File: src/rtl/gpio_lock_pkg.sv
package gpio_lock_pkg;
  // Word addresses of the register bus
  localparam int unsigned ADDR_CTRL  = 0;
  localparam int unsigned ADDR_DATA  = 1;
  localparam int unsigned ADDR_PARAM = 2;

  // Field slots of the parameter word, in units of the pin count
  localparam int unsigned SLOT_PUD  = 0;
  localparam int unsigned SLOT_DRV  = 1;
  localparam int unsigned SLOT_LOCK = 2;
  localparam int unsigned NUM_SLOTS = 3;
endpackage

File: src/rtl/gpio_lock_masked_reg.sv
module gpio_lock_masked_reg #(
  parameter int unsigned W = 8
) (
  input  logic         clk,
  input  logic         rst,
  input  logic         wr_sel,
  input  logic [W-1:0] wdata,
  input  logic [W-1:0] lock,
  output logic [W-1:0] q
);
  for (genvar i = 0; i < W; i++) begin : g_bit
    always_ff @(posedge clk) begin
      if (rst)
        q[i] <= 1'b0;
      else if (wr_sel && !lock[i])
        q[i] <= wdata[i];
    end
  end

  // locked bits never change
  p_locked_hold_r5: assert property (@(posedge clk) disable iff (rst)
    1'b1 |=> (((q ^ $past(q)) & $past(lock)) == '0));

  // unlocked bits take the written value
  p_unlocked_take_r2: assert property (@(posedge clk) disable iff (rst)
    wr_sel |=> ((q & ~$past(lock)) == ($past(wdata) & ~$past(lock))));

  // no write, no change
  p_idle_hold_r9: assert property (@(posedge clk) disable iff (rst)
    !wr_sel |=> $stable(q));
endmodule

File: src/rtl/gpio_lock_param_reg.sv
module gpio_lock_param_reg
  import gpio_lock_pkg::*;
#(
  parameter int unsigned N  = 8,
  parameter int unsigned DW = 32
) (
  input  logic          clk,
  input  logic          rst,
  input  logic          wr_sel,
  input  logic [DW-1:0] wdata,
  output logic [N-1:0]  lock,
  output logic [N-1:0]  drv_hi,
  output logic [N-1:0]  pud
);
  always_ff @(posedge clk) begin
    if (rst) begin
      lock   <= '0;
      drv_hi <= '0;
      pud    <= '0;
    end else if (wr_sel) begin
      lock   <= wdata[SLOT_LOCK*N +: N];
      drv_hi <= wdata[SLOT_DRV*N  +: N];
      pud    <= wdata[SLOT_PUD*N  +: N];
    end
  end

  // the lock field is always writable
  p_lock_writable_r10: assert property (@(posedge clk) disable iff (rst)
    wr_sel |=> (lock == $past(wdata[SLOT_LOCK*N +: N])));
endmodule

File: src/rtl/gpio_lock_sync.sv
module gpio_lock_sync #(
  parameter int unsigned N      = 8,
  parameter int unsigned STAGES = 2
) (
  input  logic         clk,
  input  logic         rst,
  input  logic [N-1:0] pin_in,
  output logic [N-1:0] pin_sync
);
  for (genvar i = 0; i < N; i++) begin : g_pin
    logic [STAGES-1:0] chain_q;
    always_ff @(posedge clk) begin
      if (rst)
        chain_q <= '0;
      else
        chain_q <= {chain_q[STAGES-2:0], pin_in[i]};
    end
    assign pin_sync[i] = chain_q[STAGES-1];
  end

  if (STAGES == 2) begin : g_chk
    logic [1:0] primed_q;
    always_ff @(posedge clk) begin
      if (rst)
        primed_q <= '0;
      else if (primed_q != 2'd2)
        primed_q <= primed_q + 2'd1;
    end
    // synchronized value lags the pin by two edges
    p_sync_lag_r8: assert property (@(posedge clk) disable iff (rst)
      (primed_q == 2'd2) |-> (pin_sync == $past(pin_in, 2)));
  end
endmodule

File: src/rtl/gpio_lock_port.sv
module gpio_lock_port
  import gpio_lock_pkg::*;
#(
  parameter int unsigned N      = 8,
  parameter int unsigned AW     = 4,
  parameter int unsigned DW     = 32,
  parameter int unsigned STAGES = 2
) (
  input  logic          clk,
  input  logic          rst,
  input  logic [AW-1:0] bus_addr,
  input  logic          bus_wr_en,
  input  logic [DW-1:0] bus_wdata,
  output logic [DW-1:0] bus_rdata,
  input  logic [N-1:0]  pin_in,
  output logic [N-1:0]  pad_oe,
  output logic [N-1:0]  pad_out,
  output logic [N-1:0]  pad_drv_hi,
  output logic [N-1:0]  pad_pu_en
);
  localparam logic [AW-1:0] A_CTRL  = AW'(ADDR_CTRL);
  localparam logic [AW-1:0] A_DATA  = AW'(ADDR_DATA);
  localparam logic [AW-1:0] A_PARAM = AW'(ADDR_PARAM);
  localparam int unsigned   USED    = NUM_SLOTS * N;

  logic          sel_ctrl, sel_data, sel_param;
  logic [N-1:0]  lock, pud, pin_sync;
  logic [DW-1:0] rd_next;

  assign sel_ctrl  = bus_wr_en && (bus_addr == A_CTRL);
  assign sel_data  = bus_wr_en && (bus_addr == A_DATA);
  assign sel_param = bus_wr_en && (bus_addr == A_PARAM);

  gpio_lock_masked_reg #(.W(N)) u_ctrl (
    .clk(clk), .rst(rst), .wr_sel(sel_ctrl), .wdata(bus_wdata[N-1:0]),
    .lock(lock), .q(pad_oe)
  );

  gpio_lock_masked_reg #(.W(N)) u_data (
    .clk(clk), .rst(rst), .wr_sel(sel_data), .wdata(bus_wdata[N-1:0]),
    .lock(lock), .q(pad_out)
  );

  gpio_lock_param_reg #(.N(N), .DW(DW)) u_param (
    .clk(clk), .rst(rst), .wr_sel(sel_param), .wdata(bus_wdata),
    .lock(lock), .drv_hi(pad_drv_hi), .pud(pud)
  );

  gpio_lock_sync #(.N(N), .STAGES(STAGES)) u_sync (
    .clk(clk), .rst(rst), .pin_in(pin_in), .pin_sync(pin_sync)
  );

  assign pad_pu_en = ~pud;

  always_comb begin
    rd_next = '0;
    case (bus_addr)
      A_CTRL:  rd_next[N-1:0] = pad_oe;
      A_DATA:  rd_next[N-1:0] = pin_sync;
      A_PARAM: rd_next[USED-1:0] = {lock, pad_drv_hi, pud};
      default: rd_next = '0;
    endcase
  end

  always_ff @(posedge clk) begin
    if (rst)
      bus_rdata <= '0;
    else
      bus_rdata <= rd_next;
  end

  // reserved bits of the parameter word read as zero
  p_reserved_zero_r4: assert property (@(posedge clk) disable iff (rst)
    ($past(bus_addr) == A_PARAM) |-> ((bus_rdata >> USED) == '0));

  // unmapped writes touch nothing
  p_unmapped_hold_r9: assert property (@(posedge clk) disable iff (rst)
    (bus_wr_en && bus_addr != A_CTRL && bus_addr != A_DATA && bus_addr != A_PARAM)
    |=> ($stable(pad_oe) && $stable(pad_out) && $stable(pad_drv_hi) && $stable(pad_pu_en)));

  // pull-up enable only moves on a parameter write
  p_pu_moves_on_write_r7: assert property (@(posedge clk) disable iff (rst)
    !sel_param |=> $stable(pad_pu_en));
endmodule

File: config.mk
export PLATFORM = sky130hd
export DESIGN_NAME = gpio_lock_port
export DESIGN_NICKNAME = d
export VERILOG_FILES = /design/src/rtl/gpio_lock_pkg.sv /design/src/rtl/gpio_lock_masked_reg.sv /design/src/rtl/gpio_lock_param_reg.sv /design/src/rtl/gpio_lock_sync.sv /design/src/rtl/gpio_lock_port.sv
export SDC_FILE = /design/constraint.sdc
export NUM_CORES = 1
export LEC_CHECK = 0
export BUFFER_PORTS_ARGS = -buffer_cell sky130_fd_sc_hd__buf_4
export CAP_MARGIN = 15
export CORE_UTILIZATION = 30
export CTS_BUF_LIST = sky130_fd_sc_hd__clkbuf_16
export DETAILED_ROUTE_END_ITERATION = 6
export PLACE_DENSITY = 0.57
export SETUP_SLACK_MARGIN = 0.15
export SLEW_MARGIN = 20
export SYNTH_ARGS = -nofsm -noshare
export SYNTH_HDL_FRONTEND = slang
export SYNTH_SLANG_ARGS = --single-unit
File: constraint.sdc
create_clock -name clk -period 3.02 [get_ports clk]
set_input_delay 0.151 -clock clk [delete_from_list [all_inputs] [get_ports clk]]
set_output_delay 0.151 -clock clk [all_outputs]
set_load 0.005 [all_outputs]
==> out/metrics.csv, run 1 <==
metric;value;unit
run status;finished clean;
final slew viol count;0;
clock latency at the later pin of the worst-skew pair;0.33;ns
ys flop type;dfxtp_1;
Tmin final;1.599;ns
ant diodes;0;
TritonCTS Sinks;80;
Largest stage delay, worst path;0.75;ns
DRT iter0 DRCs;66;
Die X;102.7;µm
Mapped Area;3042;µm²
post-cts gate resize count;0;
drt drc;0;
Setup Skew;0.004129;ns
DP Worst Slack;1.062;ns
Routed WL;6758;µm
commonest cells in the netlist;dfxtp_1, nand2b_1, mux2i_1;
largest net degree at the start of global routing;69;
first drt pass iteration count;4;
critical path, cell by cell;buf_4 -> or3b_1 -> buf_4 -> nor3_1 -> mux2i_1;
syn_area_per_cell;9.687;µm²
vias per cell;4.325;
Starting Density;30.98;%
WP data arrival;1.86;ns
dominant cell by count in the synthesized netlist;dfxtp_1;
initial antenna violation count;0;
Vias;2327;
gr usage total;13.19;%
Post-layout nets;447;
sw frac;21.25;%
Placed Area;3819;µm²
FMAX;625.3;MHz
Clk pin slew, worst setup/hold paths;0.06;ns
Worst Setup Path Type;primary input to flop;
RSZ-0062 raised after global routing;false;
HPWL Detailed;4713;µm
Worst Path Buf+Inv;2;
Final Cell Area;4140;µm²
Setup TNS Final;0;ns
synth warn;0;
CP delay by family, top;simple AND/OR/NAND/NOR gates;
PwrDens;571.5;nW/µm²
fin cells;538;
Max VDD drop;233.1;µV
Row Count;36;
area grow syn2layout;36.12;%
first-pass GRT wire length;10280;µm
# IOs;111;
cts bufs inserted;9;
endpoint class of the critical path;flop;
wire length per cell;12.56;µm
worst min path class;primary input to flop;
Die Y-Extent;102.7;µm
leakage;1.687;nW
period utilization;52.95;%
Core Region;9819;µm²
vias in the first global route;2068;
post-synthesis sequential area ratio;52.65;%
Comb pwr share;5.7;%
dpl cells;522;
Psw;502.8;µW
clock root cell;clkbuf_16;
ys async rst share;0;%
Clock Power Share;48.7;%
Critical Path RT;3.28;ns
CP dominant cell by count;buf_4;
crit-path max FO;31;
Detail Route Antenna Nets;0;
Area contributors post-synth;dfxtp_1, mux2i_1, nand2b_1;
GPL Wtd Cong;0.6946;
deepest clock path buffer count;2;
final count of hold timing violations;0;
Max-slew headroom;40.33;%
H-tree Lvls;3;
slowest CP cell;or3b_1;
layout cells sized above 1;28.64;%
Int Power;1.863;mW
Yosys top cell area share;52.65;%
Port Buf Inserts;94;
Post-CTS Setup Bufs;0;
startpoint type of the worst setup path;primary input;
Slew @ Worst Pin;0.8951;ns
synthesized flop and latch total;80;
grt total ovfl;0;
Syn Inst Count;314;
max cap viols;0;
TritonCTS clock tree;yes;
Post-CTS Hold Buffers;0;
synth unique cells;24;
Post-synth EDFFs;0;
final setup fails;0;
Setup WS post-layout;1.421;ns
sequential share of power;45.7;%
Die ar.;10550;µm²
largest area contributor in the netlist;dfxtp_1;
==> flip-flops by register name (all words and copies together), names as in the netlist <==
| name | count |
|---|---|
| bus_rdata | 24 |
| u_sync.g_pin.chain_q | 16 |
| u_ctrl.q | 8 |
| u_data.q | 8 |
| u_param.drv_hi | 8 |
| u_param.lock | 8 |
| u_param.pud | 8 |
==> worst paths after layout <==
kind | startpoint | depth (start not counted) | end | slack, ns
worst max-delay path | bus_addr[3] | 5 | u_data.q[4] | 1.42
worst min-delay path | pin_in[4] | 2 | u_sync.g_pin[4].chain_q[0] | 0.03
worst max register to register | u_param.lock[1] | 2 | u_data.q[1] | 2.11
worst min register to register | u_sync.g_pin[0].chain_q[0] | 1 | u_sync.g_pin[0].chain_q[1] | 0.44
==> layer usage <==
layer / up-vias / global-route usage [%] / part of all wire [%]
met5: - / 0 / 0
met4: 0 / 4.286 / 0.71
met3: 5 / 4.542 / 5.7
met2: 72 / 20.41 / 45
met1: 1051 / 17.16 / 48
li1: 1199 / - / -
==> layout by cell type, fill, tap and decap left out <==
master / instances
a2111o_1: 1
a21oi_1: 16
a222oi_1: 6
a2bb2oi_1: 2
and2_1: 16
buf_4: 97
bufinv_16: 2
clkbuf_16: 9
clkinv_1: 1
clkinv_4: 2
clkinvlp_4: 2
conb_1: 8
dfxtp_1: 80
inv_1: 24
mux2i_1: 26
nand2b_1: 33
nand2b_4: 1
nor2_1: 6
nor2_4: 1
nor2b_1: 18
nor3_1: 16
nor4_1: 3
nor4_2: 1
o21ai_0: 16
or2_2: 1
or3_1: 16
or3b_1: 1
==> through the flow <==
stage	util [%]	power, mW	hold slack (ns)
floorplan	-	1.182	0.2280
global placement	38.89	1.239	0.3628
detailed placement	38.89	1.241	0.3657
CTS	42.16	2.406	0.01636
global route	42.16	2.459	0.01999
finish	42.16	2.366	0.02533
==> cells by family (layout without fill, tap and decap cells) <==
family / after synthesis / in the layout / synth area share [%]
AND/OR/NAND/NOR: 113 / 113 / 22.79
flip-flops: 80 / 80 / 52.65
buffers and inverters: 53 / 137 / 7.692
AO/OA/AOI/OAI: 41 / 41 / 8.186
multiplexers: 26 / 26 / 8.556
other: 1 / 8 / 0.1233
==> layout make-up <==
| class | instances | area (µm²) |
|---|---|---|
| clock inverter | 7 | 96.34 |
| inverter | 24 | 90.09 |
| multi-input combinational | 188 | 1232 |
| tap | 133 | 166.4 |
| sequential | 80 | 1602 |
| timing repair buffer | 97 | 728.2 |
| clock buffer | 9 | 225.2 |
| fill | 1004 | 5679 |
==> power groups by stage <==
stage	registers [mW]	clock network (mW)	logic, mW
after floorplan	1.10	0	0.0801
after global placement	1.10	0	0.135
after detailed placement	1.10	0	0.138
after CTS	1.08	1.19	0.138
after global routing	1.08	1.23	0.151
final	1.08	1.15	0.135
(Power assumes the default switching activity.)
==> run 2, diff against run 1 <==
--- a/config.mk
+++ b/config.mk
@@ -10,7 +10,7 @@
 export CORE_UTILIZATION = 30
 export CTS_BUF_LIST = sky130_fd_sc_hd__clkbuf_16
 export DETAILED_ROUTE_END_ITERATION = 6
-export PLACE_DENSITY = 0.57
+export PLACE_DENSITY = 0.59
 export SETUP_SLACK_MARGIN = 0.15
 export SLEW_MARGIN = 20
 export SYNTH_ARGS = -nofsm -noshare
==> constraint.sdc (replaced) <==
create_clock -name clk -period 1.4 [get_ports clk]
set_input_delay 0.07 -clock clk [delete_from_list [all_inputs] [get_ports clk]]
set_output_delay 0.07 -clock clk [all_outputs]
set_load 0.005 [all_outputs]
==> out/metrics.csv, run 2 (same netlist as run 1, synthesis figures left out) <==
metric;value;unit;change
Reg with most FFs;bus_rdata;;
Clock Power Share;46.2;%;-2.5 points
first drt pass iteration count;4;;unchanged
GPL Wtd Cong;0.7123;;+2.5%
Comb pwr share;6.6;%;+0.9 points
sw frac;21.61;%;+0.36 points
Vias;2361;;+1.5%
Psw;1.066;mW;+110%
TritonCTS Sinks;80;;unchanged
gr usage total;13.38;%;+0.19 points
max cap viols;0;;unchanged
max reg flops;24;;unchanged
CP delay by family, top;simple AND/OR/NAND/NOR gates;;
deepest clock path buffer count;2;;unchanged
final setup fails;0;;unchanged
Int Power;3.868;mW;+110%
initial antenna violation count;0;;unchanged
Tmin final;1.006;ns;
final count of hold timing violations;0;;unchanged
# IOs;111;;unchanged
Levels on crit path;5;;unchanged
largest net degree at the start of global routing;50;;-28%
endpoint class of the critical path;flop;;
period utilization;71.87;%;
Worst Setup Path Type;primary input to flop;;
Die ar.;10550;µm²;unchanged
Critical Path RT;1.65;ns;-1.63 ns
most frequent cells in the layout;buf_4, dfxtp_1, nand2b_1;;
R2R setup slack;0.53;ns;-1.58 ns
Setup TNS Final;0;ns;unchanged
Worst R2R Start;u_param.lock[5];;
ant diodes;0;;unchanged
beginning of the critical path;bus_addr[3];;
layout cells sized above 1;29.02;%;+0.37 points
slowest CP cell;or3b_1;;
critical path, cell by cell;buf_4 -> or3b_1 -> buf_12 -> or3_1 -> a21oi_1;;
first-pass GRT wire length;10600;µm;+3.1%
Post-CTS Hold Buffers;8;;+8
post-cts gate resize count;0;;unchanged
met3 GRT Util;3.186;%;-1.4 points
Die Y-Extent;102.7;µm;unchanged
clock latency at the later pin of the worst-skew pair;0.32;ns;about the same
Clk pin slew, worst setup/hold paths;0.06;ns;about the same
Worst R2R End;u_ctrl.q[5];;
WP data arrival;1.25;ns;-0.61 ns
commonest non-fill, non-tap cell in the layout;buf_4;;
Largest stage delay, worst path;0.41;ns;-0.34 ns
RSZ-0062 raised after global routing;false;;
Port Buf Inserts;94;;unchanged
PwrDens;1156;nW/µm²;+100%
TritonCTS clock tree;yes;;
CP endpoint;u_param.drv_hi[5];;
Starting Density;30.98;%;unchanged
crit-path max FO;49;;+58%
Detail Route Antenna Nets;0;;unchanged
Hold Crit Start;bus_addr[3];;
Worst Path Buf+Inv;2;;unchanged
Core Region;9819;µm²;unchanged
cts bufs inserted;9;;unchanged
startpoint type of the worst setup path;primary input;;
leakage;1.744;nW;+3.4%
Routed WL;6711;µm;-0.70%
Post-CTS Setup Bufs;0;;unchanged
worst min path class;primary input to flop;;
wire length per cell;12.20;µm;-2.9%
HPWL Detailed;4661;µm;-1.1%
fillcell total;977;;-2.7%
final slew viol count;0;;unchanged
area grow syn2layout;40.35;%;
Row Count;36;;unchanged
GR Util met2;21.03;%;+0.62 points
M1 GR Usage;17.54;%;+0.37 points
Die X;102.7;µm;unchanged
drt drc;0;;unchanged
fin util;43.48;%;+1.3 points
run status;finished clean;;
vias in the first global route;2193;;+6.0%
grt total ovfl;0;;unchanged
Setup Skew;0.007269;ns;+0.003140 ns
DRT iter0 DRCs;101;;+53%
sequential share of power;47.2;%;+1.5 points
busiest grt layer;met2;;
vias per cell;4.293;;-0.75%
Max VDD drop;684.7;µV;+190%
clock root cell;clkbuf_16;;
H-tree Lvls;3;;unchanged
top flop regs;bus_rdata: 24 flops, u_sync.g_pin.chain_q: 16 flops;;
Post-layout nets;460;;+2.9%
FMAX;993.9;MHz;
reg2reg path depth;2;;unchanged
run 2: changes by cell type in the layout (fill, tap and decap cells not counted):
cell           change
clkinv_4           -1
bufinv_16          -1
dlygate4sd3_1      +8
inv_6              +1
clkinvlp_4         +1
buf_4              +2
buf_12             +3
clkinv_1           -1
run 2: metrics by stage:
step | hold slack (ns) | total power [mW] | instance area (µm²) | setup WS (ns) | std cells
2_1_floorplan | 0.1470 | 2.549 | 3068 | 0.2483 | 321
3_3_place_gp | 0.2814 | 2.690 | 3894 | 0.06761 | 527
3_5_place_dp | 0.2845 | 2.694 | 3894 | 0.05366 | 527
4_1_cts | 0.04200 | 5.003 | 4269 | 0.3952 | 550
5_1_grt | 0.05248 | 5.140 | 4269 | 0.3218 | 550
6_report | 0.05027 | 4.934 | 4269 | 0.3939 | 550
run 2: worst min-delay path, cell delays in order:
cell and delay [ns]:
buf_4 0.08, buf_4 0.12, nor4_1 0.05
run 2: power by group through the flow:
stage          clock, mW  sequential, mW  combinational [mW]
2_1_floorplan          0            2.38               0.173
3_3_place_gp           0            2.38               0.309
3_5_place_dp           0            2.38               0.313
4_1_cts             2.34            2.33               0.331
5_1_grt             2.44            2.33               0.363
6_report            2.28            2.33               0.326
run 2: how the worst min path moves through the flow:
| stage | slack (ns) | depth (start not counted) | to |
|---|---|---|---|
| global route | 0.05 | 3 | bus_rdata[6] |
| finish | 0.05 | 3 | bus_rdata[6] |
| detailed placement | 0.28 | 2 | u_sync.g_pin[5].chain_q[0] |
| global placement | 0.28 | 2 | u_sync.g_pin[2].chain_q[0] |
| CTS | 0.04 | 3 | bus_rdata[6] |
| floorplan | 0.15 | 1 | bus_rdata[4] |
run 2: area by class of cell:
class,instances,area [µm²],share of cell area (%)
clock buffers,9,225.2,5.276
clock inverters,6,70.07,1.641
well taps,133,166.4,3.898
inverters,24,90.09,2.110
flip-flops and latches,80,1602,37.51
repair buffers,110,883.3,20.69
multi-input cells,188,1232,28.87
run 2: routing by layer:
metal	wire (µm)	part of all wire, %
met3	381	5.7
met5	0	0
met4	74	1.1
met1	3261	49
met2	2993	45
